$ cat src/rtl/pit_pkg.sv
package pit_pkg;

    typedef enum logic [1:0] {RUN_IDLE, RUN_PEND, RUN_ACTIVE, RUN_DONE} run_e;
    typedef enum logic [1:0] {ACC_NONE, ACC_LO, ACC_HI} acc_e;
    typedef enum logic [1:0] {AM_LATCH, AM_LO, AM_HI, AM_LOHI} amode_e;
    typedef enum logic [2:0] {
        OM_TERM, OM_ONESHOT, OM_RATE, OM_SQUARE, OM_SWSTB, OM_HWSTB
    } omode_e;

    function automatic omode_e norm_mode(input logic [2:0] m);
        case (m)
            3'd5:    return OM_SWSTB;
            3'd6:    return OM_RATE;
            3'd7:    return OM_SQUARE;
            default: return omode_e'(m);
        endcase
    endfunction

endpackage

$ cat src/rtl/pit_bus_decode.sv
module pit_bus_decode #(
    parameter int N_CH   = 3,
    parameter int BUS_W  = 8,
    parameter int ADDR_W = 2
) (
    input  logic [ADDR_W-1:0] addr_i,
    input  logic              spk_i,
    input  logic              wr_i,
    input  logic              rd_i,
    input  logic [BUS_W-1:0]  wdata_i,
    output logic [N_CH-1:0]   data_wr_o,
    output logic [N_CH-1:0]   data_rd_o,
    output logic [N_CH-1:0]   cmd_wr_o,
    output logic              spk_wr_o
);
    localparam logic [ADDR_W-1:0] CTRL_ADDR = ADDR_W'(N_CH);
    localparam int SEL_LSB = BUS_W - 2;

    logic ctrl_wr;
    assign ctrl_wr  = wr_i && !spk_i && (addr_i == CTRL_ADDR);
    assign spk_wr_o = wr_i && spk_i;

    for (genvar i = 0; i < N_CH; i++) begin : g_dec
        assign data_wr_o[i] = wr_i && !spk_i && (addr_i == ADDR_W'(i));
        assign data_rd_o[i] = rd_i && !spk_i && (addr_i == ADDR_W'(i));
        assign cmd_wr_o[i]  = ctrl_wr && (wdata_i[BUS_W-1:SEL_LSB] == 2'(i));
    end

endmodule

$ cat src/rtl/pit_channel.sv
module pit_channel
    import pit_pkg::*;
#(
    parameter int BUS_W = 8
) (
    input  logic             clk,
    input  logic             rst_n,
    input  logic             tick_i,
    input  logic             cmd_i,
    input  logic [1:0]       cmd_acc_i,
    input  logic [2:0]       cmd_mode_i,
    input  logic             wr_i,
    input  logic             rd_i,
    input  logic [BUS_W-1:0] wdata_i,
    output logic [BUS_W-1:0] rdata_o,
    output logic             out_o
);
    localparam int CNT_W = 2 * BUS_W;

    run_e             run_q, run_d;
    acc_e             acc_q, acc_d;
    amode_e           am_q, am_d;
    omode_e           om_q, om_d;
    logic [CNT_W-1:0] reload_q, reload_d;
    logic [CNT_W-1:0] cnt_q, cnt_d;
    logic [CNT_W-1:0] lat_q, lat_d;
    logic             lat_v_q, lat_v_d;
    logic             rd_hi_q, rd_hi_d;
    logic             out_q, out_d;

    logic             is_sq, is_rate, is_level;
    logic [CNT_W-1:0] step, reload_eff, rd_src;
    logic             tc, commit;
    omode_e           new_mode;

    assign is_sq      = (om_q == OM_SQUARE);
    assign is_rate    = (om_q == OM_RATE);
    assign is_level   = (om_q == OM_TERM) || (om_q == OM_ONESHOT);
    assign step       = is_sq ? CNT_W'(2) : CNT_W'(1);
    assign reload_eff = is_sq ? {reload_q[CNT_W-1:1], 1'b0} : reload_q;
    assign tc         = (cnt_q == step);
    assign new_mode   = norm_mode(cmd_mode_i);

    // next-state process
    always_comb begin
        run_d    = run_q;
        acc_d    = acc_q;
        am_d     = am_q;
        om_d     = om_q;
        reload_d = reload_q;
        cnt_d    = cnt_q;
        lat_d    = lat_q;
        lat_v_d  = lat_v_q;
        rd_hi_d  = rd_hi_q;
        out_d    = out_q;
        commit   = 1'b0;

        if (tick_i) begin
            unique case (run_q)
                RUN_IDLE: ;
                RUN_PEND: begin
                    cnt_d = reload_eff;
                    run_d = RUN_ACTIVE;
                end
                RUN_ACTIVE: begin
                    if (tc) begin
                        cnt_d = reload_eff;
                        unique case (om_q)
                            OM_TERM, OM_ONESHOT: out_d = 1'b1;
                            OM_RATE:             out_d = 1'b0;
                            OM_SQUARE:           out_d = ~out_q;
                            OM_SWSTB, OM_HWSTB: begin
                                out_d = 1'b0;
                                run_d = RUN_DONE;
                            end
                            default: ;
                        endcase
                    end else begin
                        cnt_d = cnt_q - step;
                        if (is_rate) out_d = 1'b1;
                    end
                end
                RUN_DONE: begin
                    out_d = 1'b1;
                    run_d = RUN_IDLE;
                end
                default: ;
            endcase
        end

        if (rd_i) begin
            rd_hi_d = ~rd_hi_q;
            if (rd_hi_q) lat_v_d = 1'b0;
        end

        if (wr_i) begin
            unique case (acc_q)
                ACC_NONE: ;
                ACC_LO: begin
                    reload_d[BUS_W-1:0] = wdata_i;
                    if (am_q == AM_LOHI) acc_d = ACC_HI;
                    else                 commit = 1'b1;
                end
                ACC_HI: begin
                    reload_d[CNT_W-1:BUS_W] = wdata_i;
                    commit = 1'b1;
                    if (am_q == AM_LOHI) acc_d = ACC_LO;
                end
                default: ;
            endcase
        end

        if (commit && !(is_rate && run_q == RUN_ACTIVE)) begin
            run_d = RUN_PEND;
            if (is_level) out_d = 1'b0;
        end

        if (cmd_i) begin
            if (amode_e'(cmd_acc_i) == AM_LATCH) begin
                if (!lat_v_q) begin
                    lat_d   = cnt_q;
                    lat_v_d = 1'b1;
                end
            end else begin
                am_d    = amode_e'(cmd_acc_i);
                om_d    = new_mode;
                acc_d   = (amode_e'(cmd_acc_i) == AM_HI) ? ACC_HI : ACC_LO;
                run_d   = RUN_IDLE;
                rd_hi_d = 1'b0;
                out_d   = !((new_mode == OM_TERM) || (new_mode == OM_ONESHOT));
            end
        end
    end

    // state register process
    always_ff @(posedge clk) begin
        if (!rst_n) begin
            run_q    <= RUN_IDLE;
            acc_q    <= ACC_NONE;
            am_q     <= AM_LATCH;
            om_q     <= OM_TERM;
            reload_q <= '0;
            cnt_q    <= '0;
            lat_q    <= '0;
            lat_v_q  <= 1'b0;
            rd_hi_q  <= 1'b0;
            out_q    <= 1'b0;
        end else begin
            run_q    <= run_d;
            acc_q    <= acc_d;
            am_q     <= am_d;
            om_q     <= om_d;
            reload_q <= reload_d;
            cnt_q    <= cnt_d;
            lat_q    <= lat_d;
            lat_v_q  <= lat_v_d;
            rd_hi_q  <= rd_hi_d;
            out_q    <= out_d;
        end
    end

    // output process
    always_comb begin
        rd_src  = lat_v_q ? lat_q : cnt_q;
        rdata_o = rd_hi_q ? rd_src[CNT_W-1:BUS_W] : rd_src[BUS_W-1:0];
        out_o   = out_q;
    end

    p_pend_load_r7: assert property (@(posedge clk) disable iff (!rst_n)
        (run_q == RUN_PEND && tick_i && !cmd_i && !wr_i)
        |=> (run_q == RUN_ACTIVE && cnt_q == $past(reload_eff)));

    p_sq_even_r10: assert property (@(posedge clk) disable iff (!rst_n)
        (run_q == RUN_ACTIVE && om_q == OM_SQUARE) |-> !cnt_q[0]);

    p_latch_hold_r3: assert property (@(posedge clk) disable iff (!rst_n)
        (lat_v_q && !(rd_i && rd_hi_q)) |=> (lat_v_q && $stable(lat_q)));

    p_level_hold_r8: assert property (@(posedge clk) disable iff (!rst_n)
        (run_q == RUN_ACTIVE && is_level && out_q && !cmd_i && !wr_i) |=> out_q);

    p_idle_frozen_r11: assert property (@(posedge clk) disable iff (!rst_n)
        (run_q == RUN_IDLE) |=> $stable(cnt_q));

endmodule

$ cat src/rtl/pit_timer.sv
module pit_timer
    import pit_pkg::*;
#(
    parameter int N_CH     = 3,
    parameter int BUS_W    = 8,
    parameter int GATED_CH = 2
) (
    input  logic             clk,
    input  logic             rst_n,
    input  logic             tick,
    input  logic [1:0]       bus_addr,
    input  logic             bus_spk,
    input  logic             bus_wr,
    input  logic             bus_rd,
    input  logic [7:0]       bus_wdata,
    output logic [7:0]       bus_rdata,
    output logic [N_CH-1:0]  tmr_out,
    output logic             irq
);
    localparam int ADDR_W   = 2;
    localparam int GATE_BIT = 0;
    localparam int ECHO_BIT = 5;

    logic [N_CH-1:0]  data_wr, data_rd, cmd_wr, ch_tick;
    logic             spk_wr;
    logic [BUS_W-1:0] spk_q;
    logic [BUS_W-1:0] ch_rdata [N_CH];

    pit_bus_decode #(.N_CH(N_CH), .BUS_W(BUS_W), .ADDR_W(ADDR_W)) u_dec (
        .addr_i    (bus_addr),
        .spk_i     (bus_spk),
        .wr_i      (bus_wr),
        .rd_i      (bus_rd),
        .wdata_i   (bus_wdata),
        .data_wr_o (data_wr),
        .data_rd_o (data_rd),
        .cmd_wr_o  (cmd_wr),
        .spk_wr_o  (spk_wr)
    );

    for (genvar i = 0; i < N_CH; i++) begin : g_ch
        if (i == GATED_CH) begin : g_gated
            assign ch_tick[i] = tick && spk_q[GATE_BIT];
        end else begin : g_free
            assign ch_tick[i] = tick;
        end

        pit_channel #(.BUS_W(BUS_W)) u_ch (
            .clk        (clk),
            .rst_n      (rst_n),
            .tick_i     (ch_tick[i]),
            .cmd_i      (cmd_wr[i]),
            .cmd_acc_i  (bus_wdata[5:4]),
            .cmd_mode_i (bus_wdata[3:1]),
            .wr_i       (data_wr[i]),
            .rd_i       (data_rd[i]),
            .wdata_i    (bus_wdata),
            .rdata_o    (ch_rdata[i]),
            .out_o      (tmr_out[i])
        );
    end

    always_ff @(posedge clk) begin
        if (!rst_n) begin
            spk_q <= '0;
        end else if (spk_wr) begin
            spk_q           <= bus_wdata;
            spk_q[ECHO_BIT] <= 1'b0;
        end
    end

    always_comb begin
        bus_rdata = '0;
        if (bus_spk) begin
            bus_rdata = spk_q;
            bus_rdata[ECHO_BIT] = spk_q[GATE_BIT] && tmr_out[GATED_CH];
        end else begin
            for (int k = 0; k < N_CH; k++) begin
                if (bus_addr == ADDR_W'(k)) bus_rdata = ch_rdata[k];
            end
        end
    end

    assign irq = tmr_out[0];

    p_echo_clear_r12: assert property (@(posedge clk) disable iff (!rst_n)
        (bus_spk && bus_wr) |=> !spk_q[ECHO_BIT]);

endmodule

$ cat config.mk
export PLATFORM = sky130hd
export DESIGN_NAME = pit_timer
export DESIGN_NICKNAME = d
export VERILOG_FILES = /design/src/rtl/pit_pkg.sv /design/src/rtl/pit_bus_decode.sv /design/src/rtl/pit_channel.sv /design/src/rtl/pit_timer.sv
export SDC_FILE = /design/constraint.sdc
export NUM_CORES = 1
export LEC_CHECK = 0
export ABC_CLOCK_PERIOD_IN_PS = 6600
export BUFFER_PORTS_ARGS = -buffer_cell sky130_fd_sc_hd__buf_4
export CAP_MARGIN = 20
export CORE_ASPECT_RATIO = 0.7
export CORE_MARGIN = 3
export CORE_UTILIZATION = 45
export DETAILED_ROUTE_END_ITERATION = 6
export GPL_TIMING_DRIVEN = 0
export PLACE_DENSITY = 0.62
export SYNTH_ARGS = -nofsm -noshare
export SYNTH_HDL_FRONTEND = slang
export SYNTH_SLANG_ARGS = --single-unit
$ cat constraint.sdc
create_clock -name clk -period 6.6 [get_ports clk]
set_input_delay 0.66 -clock clk [delete_from_list [all_inputs] [get_ports clk]]
set_output_delay 0.66 -clock clk [all_outputs]
set_load 0.03 [all_outputs]
==> flow_metrics.env <==
export IMPL_clkTransAtPathRegs_ns=0.06
export IMPL_crit_type="flip-flop to output port"
export IMPL_via_count=9039
export IMPL_grt_use_total_pct=26.58
export IMPL_fill_cells=1997
export IMPL_cts_sinks=187
export IMPL_synth_edf_count=0
export IMPL_crit_buf_inv=2
export IMPL_vias_per_cell=6.120
export IMPL_crit_fanout=10
export IMPL_cts_setup_buffers=0
export IMPL_irDropWorstVdd_mv=0.1971
export IMPL_grt_pass1_wl_mm=48.11
export IMPL_dieWidth_um=182.1
export IMPL_synth_nets=1185
export IMPL_routedWlPerCell_um=21.12
export IMPL_postRouteAntennaNets=0
export IMPL_sw_frac_of_total_pct=22.74
export IMPL_syn_inst=1145
export IMPL_cts_resized=0
export IMPL_hold_buffers=0
export IMPL_ys_flop_type="dfxtp_1"
export IMPL_layout_drive_gt1_share_pct=9.575
export IMPL_htreeDepth=4
export IMPL_fin_crit_sh_pct=54.09
export IMPL_fin_skew_ns=0.007450
export IMPL_status="finished, final reports clean"
export IMPL_io_pins=28
export IMPL_post_dp_hpwl_mm=22.92
export IMPL_antenna_found_initial=0
export IMPL_dp_slack_ns=3.083
export IMPL_cp_arrival_ns=2.91
export IMPL_cts_root_buf="clkbuf_16"
export IMPL_core_um2=21030
export IMPL_drt_iter0_markers=838
export IMPL_cts_tree="built"
export IMPL_die_area_um2=23540
export IMPL_setup_tns_ns=0
export IMPL_fin_util_pct=52.08
export IMPL_drcViolationCount=0
export IMPL_synth_top_area_cell="dfxtp_1"
export IMPL_grt_ovfl_total=0
export IMPL_worstPathCellList="clkbuf_1, mux4_2, mux2i_1, o22ai_1, mux2_2, buf_4"
export IMPL_num_rows=44
export IMPL_syn_area_um2=9769
export IMPL_holdCritPathClass="flip-flop to flip-flop"
export IMPL_yosysWarnings=0
export IMPL_max_slew_margin_pct=29.13
export IMPL_wirelength_mm=31.20
export IMPL_synthArstFlopShare_pct=0
export IMPL_synth_distinct_cells=72
export IMPL_cts_buffers_inserted=17
export IMPL_ys_ff_latch=187
export IMPL_rsz0062_at_grt="false"
export IMPL_gp_congestion=0.9094
export IMPL_slowest_delay_ns=0.65
export IMPL_p_int_mw=1.851
export IMPL_fin_ws_ns=3.030
export IMPL_p_switching_mw=0.5447
export IMPL_seqCellArea_um2=3744
export IMPL_cp_start_kind="flip-flop"
export IMPL_syn_area_per_cell_um2=8.532
export IMPL_tightest_slew_ns=1.048
export IMPL_power_leakage_nw=3.989
export IMPL_ys_seq_area_share_pct=38.32
export IMPL_drt_pass1_iter_count=5
export IMPL_crit_required_ns=5.94
export IMPL_totalPowerFinal_mw=2.396
export IMPL_synthTopCellsByArea="dfxtp_1, mux2i_1, nand2_1"
export IMPL_netlist_area_leader_share_pct=38.32
export IMPL_start_util_pct=46.45
export IMPL_crit_slowest_cell="mux4_2"
export IMPL_combinationalPowerShare_pct=4.6
export IMPL_die_h_um=129.3
export IMPL_end_kind="output port"
export IMPL_area_growth_pct=12.12
export IMPL_grt_max_degree=17
export IMPL_cts_buffer_depth=2
export IMPL_cap_violations=0
export IMPL_maxSlewViolCount=0
export IMPL_layout_min_cycle_time_ns=3.570
export IMPL_clock_power_share_pct=48.0
export IMPL_seq_power_share_pct=47.4
export IMPL_nets=1229
export IMPL_fmax_ghz=0.2801
export IMPL_powerDensity_nw_per_um2=218.7
export IMPL_hold_worst_slack_ns=0.4535
export IMPL_timing_hold_violations_final=0
export IMPL_worst_skew_pair_late_latency_ns=0.44
export IMPL_grt_pass1_vias=8145
export IMPL_io_buffers=24
export IMPL_antenna_cells=0
export IMPL_setup_violations=0
export IMPL_multiInputGateArea_um2=5518
export IMPL_critical_path_top_delay_family="multiplexers"
## power groups by stage
stage               sequential, mW  clock, mW  combinational, mW
global placement              1.16          0              0.107
global route                  1.14       1.21              0.116
finish                        1.14       1.15              0.109
floorplan                     1.16          0             0.0596
detailed placement            1.16          0              0.106
CTS                           1.14       1.16              0.107
## stage by stage
step / cells / cell area [um2]
6_report: 1477 / 10950
5_1_grt: 1477 / 10950
4_1_cts: 1477 / 10950
3_5_place_dp: 1446 / 10300
3_3_place_gp: 1445 / 10290
2_1_floorplan: 1145 / 9769
## cells by family after synthesis
logic type      share of synthesized area (%)
simple gates                            21.47
flops                                   38.32
fa+ha+maj                               3.304
xor+xnor                               0.3586
mux                                     15.87
compound gates                          15.48
buf+inv                                 5.200
## worst register-to-register path, delay by kind of cell, from the launching register on
kind,cells,cell delay (ns)
AOI/OAI and AO/OA,1,0.39
adders and majority gates,1,0.37
and+or+nand+nor,5,1.29
DFF,1,0.45
buffers and inverters,2,0.65
## cell usage after synthesis (all sizes together), types with 8 or more instances
library cell and count:
clkbuf 68, a31oi 9, or3 13, o22ai 21, ha 21, dfxtp 187
mux4 24, mux2i 84, a21oi 108, nand2 148, o21ai 31, and3 9
nor4 11, nand3 74, buf 16, inv 42, nor4b 9, nor3 37
nor2 89, a211oi 11, a221oi 8, mux2 14
## sequential cells by signal, summed over array words and instances (netlist names)
name                cells
g_ch.u_ch.cnt_q        48
g_ch.u_ch.lat_q        48
g_ch.u_ch.reload_q     48
g_ch.u_ch.om_q          9
spk_q                   7
g_ch.u_ch.acc_q         6
g_ch.u_ch.am_q          6
g_ch.u_ch.run_q         6
g_ch.u_ch.lat_v_q       3
g_ch.u_ch.out_o         3
g_ch.u_ch.rd_hi_q       3
## placed cells by master, fill, tap and decap left out, types with 6 or more instances in the layout
cell type and instances:
dfxtp_1 187, nand2_1 148, a21oi_1 108, nor2_1 89
mux2i_1 84, nand3_1 74, clkbuf_1 69, inv_1 40
nor3_1 37, o21ai_0 29, buf_4 28, mux4_2 24
o22ai_1 21, ha_1 21, clkbuf_16 17, or3_1 13
a211oi_1 11, nor4_1 10, mux2_2 9, a31oi_1 9
and3_1 9, nor4b_1 9, a221oi_1 8, nand3b_1 7
nand2b_1 7, nand4_1 7, buf_1 6, nor2b_1 6
o21a_1 6
## per-layer routing
metal	track usage, %	vias to the layer above	share of wire [%]
li1	-	4228	-
met1	42.19	4364	50
met2	35.81	410	39
met3	5.920	37	9.3
met4	6.714	0	1.8
met5	0	-	0
## area by class of cell
cell class / count / share of cell area, %
plain buffers: 84 / 3.199
multi-input cells: 832 / 50.38
clock inverters: 11 / 1.748
clock buffers: 20 / 4.170
well taps: 276 / 3.153
repair buffers: 25 / 1.736
flip-flops and latches: 187 / 34.18
inverters: 42 / 1.439
## path summary, 6_finish.rpt
kind / from / to / slack, ns / cells past startpoint
worst max-delay path: g_ch[0].u_ch.rd_hi_q$_SDFF_PN0_ / bus_rdata[3] / 3.03 / 6
worst max register to register: g_ch[2].u_ch.om_q[1]$_SDFFE_PN0P_ / g_ch[2].u_ch.cnt_q[2]$_SDFFE_PN0P_ / 3.32 / 9
worst min-delay path: g_ch[1].u_ch.reload_q[9]$_SDFFE_PN0P_ / g_ch[1].u_ch.reload_q[9]$_SDFFE_PN0P_ / 0.45 / 2
worst min register to register: g_ch[1].u_ch.reload_q[9]$_SDFFE_PN0P_ / g_ch[1].u_ch.reload_q[9]$_SDFFE_PN0P_ / 0.45 / 2
Note: power is estimated with default switching activity, not from simulation.
